$ cat config.mk
export PLATFORM = sky130hd
export DESIGN_NAME = i2c_cond_gen
export DESIGN_NICKNAME = d
export VERILOG_FILES = /design/src/rtl/i2c_cond_gen.sv
export SDC_FILE = /design/constraint.sdc
export NUM_CORES = 1
export LEC_CHECK = 0
export BUFFER_PORTS_ARGS = -buffer_cell sky130_fd_sc_hd__buf_4
export CAP_MARGIN = 25
export CELL_PAD_IN_SITES_DETAIL_PLACEMENT = 1
export CELL_PAD_IN_SITES_GLOBAL_PLACEMENT = 1
export CORE_UTILIZATION = 39
export CTS_CLUSTER_DIAMETER = 200
export CTS_CLUSTER_SIZE = 8
export DETAILED_ROUTE_END_ITERATION = 10
export PLACE_DENSITY_LB_ADDON = 0.1
export SLEW_MARGIN = 0
export SYNTH_ARGS = -nofsm -noshare
export SYNTH_HDL_FRONTEND = slang
export SYNTH_SLANG_ARGS = --single-unit
$ cat constraint.sdc
create_clock -name clk -period 2.3 [get_ports clk]
set_clock_uncertainty 0.1 [all_clocks]
set_input_delay 0.23 -clock clk [delete_from_list [all_inputs] [get_ports clk]]
set_output_delay 0.23 -clock clk [all_outputs]
set_load 0.05 [all_outputs]
$ cat src/rtl/i2c_cond_gen.sv
module i2c_cond_gen #(
  parameter int ST_SETUP_STD  = 20,
  parameter int ST_HOLD_STD   = 20,
  parameter int ST_SETUP_FAST = 10,
  parameter int ST_HOLD_FAST  = 10,
  parameter int SP_SETUP_STD  = 20,
  parameter int SP_HOLD_STD   = 18,
  parameter int SP_SETUP_FAST = 12,
  parameter int SP_HOLD_FAST  = 10
) (
  input  logic clk,
  input  logic rst_n,
  input  logic en,
  input  logic fast,
  input  logic wr_stb,
  input  logic wr_mst,
  input  logic wr_trx,
  input  logic wr_bb,
  input  logic busy,
  input  logic addr_loaded,
  input  logic byte_done,
  output logic scl_drv,
  output logic sda_drv,
  output logic bitcnt_clr,
  output logic byte_req
);
  localparam int MAXA = (ST_SETUP_STD > ST_HOLD_STD) ? ST_SETUP_STD : ST_HOLD_STD;
  localparam int MAXB = (SP_SETUP_STD > SP_HOLD_STD) ? SP_SETUP_STD : SP_HOLD_STD;
  localparam int MAXC = (ST_SETUP_FAST > SP_SETUP_FAST) ? ST_SETUP_FAST : SP_SETUP_FAST;
  localparam int MAXD = (ST_HOLD_FAST > SP_HOLD_FAST) ? ST_HOLD_FAST : SP_HOLD_FAST;
  localparam int MAXAB = (MAXA > MAXB) ? MAXA : MAXB;
  localparam int MAXCD = (MAXC > MAXD) ? MAXC : MAXD;
  localparam int MAXN = (MAXAB > MAXCD) ? MAXAB : MAXCD;
  localparam int CW = $clog2(MAXN + 1);

  localparam logic [CW-1:0] L_SSS = CW'(ST_SETUP_STD - 1);
  localparam logic [CW-1:0] L_SHS = CW'(ST_HOLD_STD - 1);
  localparam logic [CW-1:0] L_SSF = CW'(ST_SETUP_FAST - 1);
  localparam logic [CW-1:0] L_SHF = CW'(ST_HOLD_FAST - 1);
  localparam logic [CW-1:0] L_PSS = CW'(SP_SETUP_STD - 1);
  localparam logic [CW-1:0] L_PHS = CW'(SP_HOLD_STD - 1);
  localparam logic [CW-1:0] L_PSF = CW'(SP_SETUP_FAST - 1);
  localparam logic [CW-1:0] L_PHF = CW'(SP_HOLD_FAST - 1);

  typedef enum logic [2:0] {
    IDLE    = 3'd0,
    S_SETUP = 3'd1,
    S_HOLD  = 3'd2,
    S_CLR   = 3'd3,
    S_BYTE  = 3'd4,
    P_SETUP = 3'd5,
    P_HOLD  = 3'd6
  } st_t;

  st_t st;
  logic [CW-1:0] cnt;
  logic fast_q;

  wire start_go = wr_stb && en && wr_mst && wr_trx && wr_bb && !busy && addr_loaded;
  wire stop_go  = wr_stb && en && wr_mst && wr_trx && !wr_bb;
  wire tick     = (cnt == '0);

  always_ff @(posedge clk or negedge rst_n) begin
    if (!rst_n) begin
      st     <= IDLE;
      cnt    <= '0;
      fast_q <= 1'b0;
    end else begin
      case (st)
        IDLE: begin
          if (start_go) begin
            st     <= S_SETUP;
            fast_q <= fast;
            cnt    <= fast ? L_SSF : L_SSS;
          end else if (stop_go) begin
            st     <= P_SETUP;
            fast_q <= fast;
            cnt    <= fast ? L_PSF : L_PSS;
          end
        end
        S_SETUP: begin
          if (tick) begin
            st  <= S_HOLD;
            cnt <= fast_q ? L_SHF : L_SHS;
          end else cnt <= cnt - 1'b1;
        end
        S_HOLD: begin
          if (tick) st <= S_CLR;
          else cnt <= cnt - 1'b1;
        end
        S_CLR: st <= S_BYTE;
        S_BYTE: if (byte_done) st <= IDLE;
        P_SETUP: begin
          if (tick) begin
            st  <= P_HOLD;
            cnt <= fast_q ? L_PHF : L_PHS;
          end else cnt <= cnt - 1'b1;
        end
        P_HOLD: begin
          if (tick) st <= IDLE;
          else cnt <= cnt - 1'b1;
        end
        default: st <= IDLE;
      endcase
    end
  end

  assign sda_drv    = (st == S_HOLD) || (st == S_CLR) || (st == P_SETUP);
  assign scl_drv    = (st == S_CLR);
  assign bitcnt_clr = (st == S_CLR);
  assign byte_req   = (st == S_BYTE);
endmodule


Word level (Yosys, flattened, before mapping)
Index checks and enable logic that the tools add are counted.
- add/subtract/negate cells: 1
- eq/ne operators: 13
- reductions and logical operators: 19
- multiplexer cells: 20
- operators by type and width (operator ; count):
    $mux 5 ; 9
    $mux 3 ; 7
    $pmux 3 s7 ; 1
    $pmux 5 s4 ; 1
    $ne 2x2->1 const B ; 6
    $eq 3x3->1 const B ; 3
    $logic_and 1x1->1 ; 7
    $eq 3x2->1 const B ; 2
    $reduce_and 6->1 ; 1
    $logic_not 5->1 ; 1
    $sub 5x1->5 const B ; 1
    $reduce_bool 4->1 ; 1
    $eq 3x1->1 const B ; 1
    $logic_not 3->1 ; 1
    $ne 3x3->1 const B ; 1
    $reduce_and 3->1 ; 1
    $logic_not 1->1 ; 2
    $logic_or 1x1->1 ; 2
    $mux 1 ; 2
    $reduce_and 2->1 ; 1
    $reduce_bool 2->1 ; 1
    $reduce_or 2->1 ; 1
- input port bits: 11
- logic and storage cells: 56
- output and inout bits: 4
- register bits after elaboration: 9

Longest topological paths before layout
Gate-level depths: netlist of the first run.
- word-level depth: 8
- mapped depth: 6
- depth with buffers taken out: 6

Worst setup path after synthesis of the first run
OpenSTA, ideal clock, no wires.
- path type: flip-flop to flip-flop
- from: reg cnt[0]
- to: reg cnt[3]
- setup slack: 0.513 ns
- arrival: 1.565 ns
- period minus slack after synthesis: 1.787 ns
- library setup time: 0.122 ns
- path buffers: 0
- stages on the path, launching flop included: 7
- data required time: 2.078 ns
- path through: dfrtp_1 > inv_1 > ha_1 > or4b_4 > or3_1 > nand3_1 > o2bb2ai_1
- longest elaborated chain between the ends: 3
- elaborated cells on any way between the ends: 8
- those cells by class: add/sub (1); eq/ne (1); mux (4); reduce/logical (2)
- ends and longest elaborated chain (item ; line ; text):
    start: declaration ; 56 ; logic [CW-1:0] cnt;
    start signal: assignment ; 74 ; cnt <= fast ? L_SSF : L_SSS;
    start signal: assignment ; 78 ; cnt <= fast ? L_PSF : L_PSS;
    start signal: assignment ; 84 ; cnt <= fast_q ? L_SHF : L_SHS;
    $sub 5x1->5 / $logic_not 5->1 (equally long branches) ; n/a ;
    $mux 5, or another cell as far along ; 88, 100 ;
    $pmux 5 s4 / $reduce_and 3->1 (equally long branches) ; n/a ;
Several ways; a longest one is shown, not always the timed one. The select of a mux whose other input is x is not followed.
A chain may end at the register's enable or synchronous reset.

Worst setup path in the final report of the first run
- from: reg st[0]
- to: out sda_drv
- longest elaborated chain between the ends: 3
- elaborated cells on any way between the ends: 5
- those cells by class: eq/ne (3); reduce/logical (2)
- ends and longest elaborated chain (item ; line ; text):
    start: declaration ; 55 ; st_t st;
    start signal: assignment ; 65 ; st <= IDLE;
    start signal: assignment ; 72 ; st <= S_SETUP;
    start signal: assignment ; 76 ; st <= P_SETUP;
    $eq 3x2->1 ; 108 ; assign sda_drv = (st == S_HOLD) || (st == S_CLR) || (st == P_SETUP);
    $logic_or 1x1->1 ; 108 ;
    $logic_or 1x1->1 (*) ; 108 ;
    end: declaration ; 23 ; output logic sda_drv,
Mark *: on every way between the ends. The rest lies on a longest branch, timed or not.

==> results of run 1 <==
-- where the power goes --
| group | total (µW) | leakage (µW) | switching, µW | internal (µW) |
|---|---|---|---|---|
| sequential | 362 | 0.000112 | 141 | 221 |
| clock | 123 | 0.0000150 | 56.5 | 67.0 |
| combinational | 568 | 0.000261 | 308 | 261 |
-- routing by layer --
layer | vias up | share of wire, % | track usage (%)
met3 | 4 | 4.0 | 3.20
met2 | 21 | 47 | 36.8
met5 | - | 0 | 0
met4 | 0 | 2.0 | 12.1
met1 | 334 | 47 | 27.6
li1 | 338 | - | -
-- sequential cells by signal, indices dropped and copies added, names as in the netlist --
name	count
cnt	5
st	3
fast_q	1
-- final cells by class --
class	count	area (µm²)
sequential	9	225
clock buffer	4	26.3
tap	25	31.3
fill	221	856
inverter	7	26.3
multi-input combinational	60	450
timing repair buffer	17	130
-- logic make-up after synthesis --
logic type               Yosys count
multiplexers                       4
adder cells (fa/ha/maj)            3
flip-flops                         9
AND/OR/NAND/NOR                   29
XOR/XNOR                           1
AO/OA/AOI/OAI                     23
buffers and inverters             12
-- stage by stage --
step	utilization, %	instance area (µm²)	setup slack, ps
floorplan	-	728	513
global placement	48.9	853	460
detailed placement	48.9	853	377
CTS	51.0	890	302
global route	51.0	890	225
finish	51.0	890	293
-- path summary, 6_finish.rpt --
path,from,to,slack [ps]
max reg2reg,cnt[1]$_DFFE_PN0P_,cnt[3]$_DFFE_PN0P_,390
max,st[0]$_DFFE_PN0P_,sda_drv,290
min,fast,fast_q$_DFFE_PN0P_,150
min in group asynchronous,rst_n,cnt[0]$_DFFE_PN0P_,230
max in group asynchronous,rst_n,st[0]$_DFFE_PN0P_,1730
min reg2reg,fast_q$_DFFE_PN0P_,fast_q$_DFFE_PN0P_,500
-- Yosys cell counts, types with 2 or more instances --
| cell | instances | area, µm² |
|---|---|---|
| dfrtp_1 | 9 | 225 |
| inv_1 | 7 | 26.3 |
| nand2_1 | 4 | 15.0 |
| o21ai_0 | 4 | 20.0 |
| a21oi_1 | 3 | 15.0 |
| clkbuf_1 | 3 | 11.3 |
| nor2_1 | 3 | 11.3 |
| nor4_1 | 3 | 18.8 |
| a22oi_1 | 2 | 15.0 |
| a2bb2oi_1 | 2 | 17.5 |
| buf_4 | 2 | 15.0 |
| ha_1 | 2 | 25.0 |
| mux2_2 | 2 | 22.5 |
| mux2i_1 | 2 | 20.0 |
| nand2b_1 | 2 | 12.5 |
| nand3_1 | 2 | 10.0 |
| nand4_1 | 2 | 12.5 |
| nor2b_1 | 2 | 12.5 |
| o32ai_1 | 2 | 17.5 |
==> impl_metrics.tcl, run 1 <==
set metrics [dict create \
    status "completed" \
    path_clk_slew_ps 60 \
    yosys_warnings 0 \
    worstMarginPinSlew_ps 500 \
    antenna_cells 0 \
    antenna_found_initial 0 \
    cts_hold_buf 1 \
    grt_overflow 0 \
    synth-compound-area-share_pct 23.5 \
    tritoncts "yes" \
    layout_commonest_cell "buf_4" \
    dp_cells 117 \
    syn_nets 94 \
    antenna_left 0 \
    die_x_um 45.2 \
    cpPeakStageDelay_ps 590 \
    synthXorXnorAreaFrac_pct 1.20 \
    synth_cells 81 \
    peakVddDrop_mv 0.459 \
    clock-root-buffer "clkbuf_4" \
    avgViaCountPerCell 5.71 \
    finalNetCount 111 \
    synth-seq-area-share_pct 30.9 \
    firstDrtPassIters 4 \
    synth-simple-area-share_pct 26.5 \
    rsz0062_at_grt "no" \
    clk_latency_ps 260 \
    drt-wirelength-per-cell_um 15.8 \
    core.rowCount 15 \
    cts.htree.levels 1 \
    syn_area_um2 728 \
    coreArea_um2 1750 \
    postSynthAreaPerCell_um2 8.99 \
    initialDrtViolationCount 16 \
    mostFrequentLayoutCells "16 x buf_4, 9 x dfrtp_1, 7 x inv_1, 4 x nand2_1, 4 x o21ai_0" \
    startpoint_type "register" \
    cp.required_ps 1970 \
    synthArstFlopShare_pct 100 \
    whs_path_depth 2 \
    cp_top_family "flip-flops" \
    critPathArrivalTime_ps 1680 \
    grt_start_max_net_pins 16 \
    cp.depth 3 \
    holdCritPathClass "primary input to register" \
    wirelength_mm 1.93 \
    clock.fmax_mhz 498 \
    dieHeight_um 45.2 \
    grt_pass1_wl_mm 3.27 \
    drive_above_1_share_pct 27.8 \
    portBuffers 14 \
    post-route-min-period_ps 2010 \
    grt_pass1_vias 726 \
    slowest_stage "dfrtp_1" \
    relSlewSlack_pct 66.3 \
    cts_buffers 3 \
    end_kind "output port" \
    hold_slack_ps 152 \
    synthMuxAreaShare_pct 5.84 \
    r2r_cells 6 \
    p_leak_uw 0.000388 \
    timing.final.crit_share_pct 87.3 \
    clock_path_buffers 2 \
    ys_types 42 \
    synth_ff_type "dfrtp_1" \
    critPathKind "register to output port" \
    globalplace.congestion 0.927 \
    total_power_uw 1050 \
    start_util_pct 41.7 \
    path_cells "nor2b_1 > mux2_2 > buf_4" \
    synth_seq_cells 9 \
    vias 697 \
    cp_num_buf_inv 1 \
    final-instance-count-excl-fill 122 \
    synth_top_family_by_area "simple AND/OR/NAND/NOR gates" \
    synthAdderAreaFrac_pct 4.81 \
    drv_slew 0 \
    drc 0 \
    syn2layout_area_growth_pct 22.2 \
    cts_setup_buffers 0 \
    io-pin-count 15 \
    cts.sinks 9 \
    finalHoldViolCount 0 \
    path_max_fanout 14 \
    setup_tns_ps 0 \
    max_cap_violations 0 \
    synth_edf_count 0 \
    cts_resized 0 \
    pwr_density_cell_nw_per_um2 1180 \
    grt_use_total_pct 22.2 \
    fp.dieArea_um2 2040 \
    place_hpwl_mm 1.50 \
    report.final.setup_viol 0 \
]
(Power assumes the default switching activity.)
==> run 2, diff against run 1 <==
ABC_AREA = 1   (was not set)
CORE_UTILIZATION = 36   (was 39)
CTS_CLUSTER_DIAMETER = 30   (was 200)
==> impl_metrics.tcl, run 2 <==
set metrics [dict create \
    relSlewSlack_pct 84.3 \
    p_int_uw 601 \
    coreArea_um2 1820 \
    setup_tns_ps 0 \
    fin_ws_ps 622 \
    syn_nets 129 \
    max_cap_violations 0 \
    critPathArrivalTime_ps 1740 \
    use_met3_pct 2.31 \
    report.final.setup_viol 0 \
    met2_usage_pct 31.1 \
    p_seq_share_pct 24.2 \
    end_kind "register" \
    grtUsageMet1_pct 30.2 \
    regMostFlops "cnt" \
    synth-seq-area-share_pct 30.8 \
    core.rowCount 15 \
    clock.fmax_mhz 596 \
    drt-wirelength-per-cell_um 11.8 \
    switching_share_pct 55.8 \
    cts_buffers 3 \
    fp.dieArea_um2 2220 \
    busiest_layer "met2" \
    dieHeight_um 47.1 \
    cts_hold_buf 1 \
    cts_resized 0 \
    globalplace.congestion 0.799 \
    postSynthAreaPerCell_um2 6.31 \
    path_clk_slew_ps 60 \
    drive_above_1_share_pct 26.9 \
    synth_ff_type "dfrtp_1" \
    worstMarginPinSlew_ps 233 \
    start_util_pct 40.2 \
    die_x_um 47.1 \
    initialDrtViolationCount 6 \
    finalHoldViolCount 0 \
    yosys_warnings 0 \
    antenna_left 0 \
    syn_area_um2 732 \
    synth_top_area_share_pct 30.8 \
    antenna_found_initial 0 \
    final_cell_area_um2 897 \
    finalNetCount 148 \
    synth.most_common_cell "nand2_1" \
    cp_num_buf_inv 3 \
    critPathKind "register to register" \
    post_dp_cell_area_um2 861 \
    cpPeakStageDelay_ps 390 \
    post-route-min-period_ps 1680 \
    wirelength_mm 1.87 \
    portBuffers 14 \
    avgViaCountPerCell 4.78 \
    cp.required_ps 2360 \
    startpoint_type "register" \
    peakVddDrop_mv 0.654 \
    synth_area_leader_cell "dfrtp_1" \
    cts.sinks 9 \
    synth_area_leaders "dfrtp_1 31%, nand2_1 16%, inv_1 8.7%, nand2_2 6.0%, nor2_1 5.6%" \
    path_max_fanout 6 \
    place_hpwl_mm 1.56 \
    largest_register_ff_count 5 \
    synthArstFlopShare_pct 100 \
    synth_seq_cells 9 \
    p_comb_share_pct 66.5 \
    firstDrtPassIters 4 \
    dp_cells 154 \
    status "completed" \
    io-pin-count 15 \
    cp_top_family "simple AND/OR/NAND/NOR gates" \
    grt_pass1_vias 750 \
    grt_pass1_wl_mm 3.19 \
    pwr_density_cell_nw_per_um2 1520 \
    p_leak_uw 0.000505 \
    final-instance-count-excl-fill 159 \
    pre_cts_slack_ps 628 \
    yosys-top-cells-count "31 x nand2_1, 17 x inv_1, 11 x nor2_1, 9 x dfrtp_1, 8 x nand3_1" \
    synth_edf_count 0 \
    grt_use_total_pct 20.7 \
    post-route-util_pct 49.3 \
    holdCritPathClass "primary input to register" \
    grt_start_max_net_pins 10 \
    pwr-share-clk_pct 9.3 \
    synth_cells 116 \
    switchingPower_uw 760 \
    vias 760 \
    drc 0 \
    reg_top3 "cnt (5), st (3), fast_q (1)" \
    cts_setup_buffers 0 \
    cts.htree.levels 1 \
    layout_commonest_cell "nand2_1" \
    grt_overflow 0 \
    timing.final.crit_share_pct 72.9 \
    rsz0062_at_grt "no" \
    antenna_cells 0 \
    mostFrequentLayoutCells "31 x nand2_1, 17 x inv_1, 14 x buf_4, 11 x nor2_1, 9 x dfrtp_1" \
    slowest_stage "dfrtp_1" \
    clock_path_buffers 2 \
    path_cells "inv_1 > ha_1 > inv_1 > nor2_2 > nand2_2 > nand2_2 > nand2_2 > nand2_4 > inv_1 > nor2_1 > nor2_1" \
    syn2layout_area_growth_pct 22.6 \
    clock-root-buffer "clkbuf_4" \
    drv_slew 0 \
    ys_types 17 \
    clk_latency_ps 270 \
    tritoncts "yes" \
]
-- run 2: changes by cell type after synthesis, moves of 3 or more --
cell	before	now
nand2_1	4	31
inv_1	7	17
nor2_1	3	11
nand2_2	0	7
inv_2	0	6
nand3_1	2	8
o21ai_1	0	4
clkbuf_1	3	0
nor2_2	0	3
nor4_1	3	0
-- run 2: cell families after synthesis --
kind of cell,synth area share (%)
AND/OR/NAND/NOR,44.1
buffers and inverters,12.8
AO/OA/AOI/OAI,8.89
flip-flops,30.8
adder cells (fa/ha/maj),3.42
-- run 2: final cells by class --
cell class              instances  area (µm²)
clock buffers                   4        26.3
repair buffers                 15         115
fillers                       275         923
multi-input cells              83         413
well taps                      25        31.3
inverters                      23        86.3
flip-flops and latches          9         225
-- run 2: worst reg2reg max path, delay by kind of cell (launching register included) --
family,cells,cell delay (ps)
adders and majority gates,1,160
buffers and inverters,3,200
DFF,1,390
and+or+nand+nor,7,710
-- run 2: layer usage --
metal  wire length [µm]  share of wire, %
met5                  0                 0
met4                 17              0.91
met3                 45               2.4
met2                840                45
met1                969                52
-- run 2: worst paths after layout --
check                                     end  slack (ps)  cells past startpoint          startpoint
min                        fast_q$_DFFE_PN0P_         150                      3                fast
max in group asynchronous   st[0]$_DFFE_PN0P_        1740                      2               rst_n
min reg2reg                fast_q$_DFFE_PN0P_         400                      2  fast_q$_DFFE_PN0P_
min in group asynchronous  cnt[4]$_DFFE_PN0P_         220                      2               rst_n
max                        cnt[3]$_DFFE_PN0P_         620                     11  cnt[0]$_DFFE_PN0P_
max reg2reg                cnt[3]$_DFFE_PN0P_         620                     11  cnt[0]$_DFFE_PN0P_
-- run 2: power groups by stage --
stage	clock [µW]	combinational [µW]	sequential, µW
final	126	905	330
after global routing	137	1010	342
after CTS	130	914	328
after detailed placement	0	909	331
after global placement	0	883	332
after floorplan	0	706	306
-- run 2: metrics by stage --
step	hold slack, ps	power (µW)
2_1_floorplan	-166	1010
3_3_place_gp	-35.2	1210
3_5_place_dp	-37.7	1240
4_1_cts	147	1370
5_1_grt	161	1490
6_report	151	1360
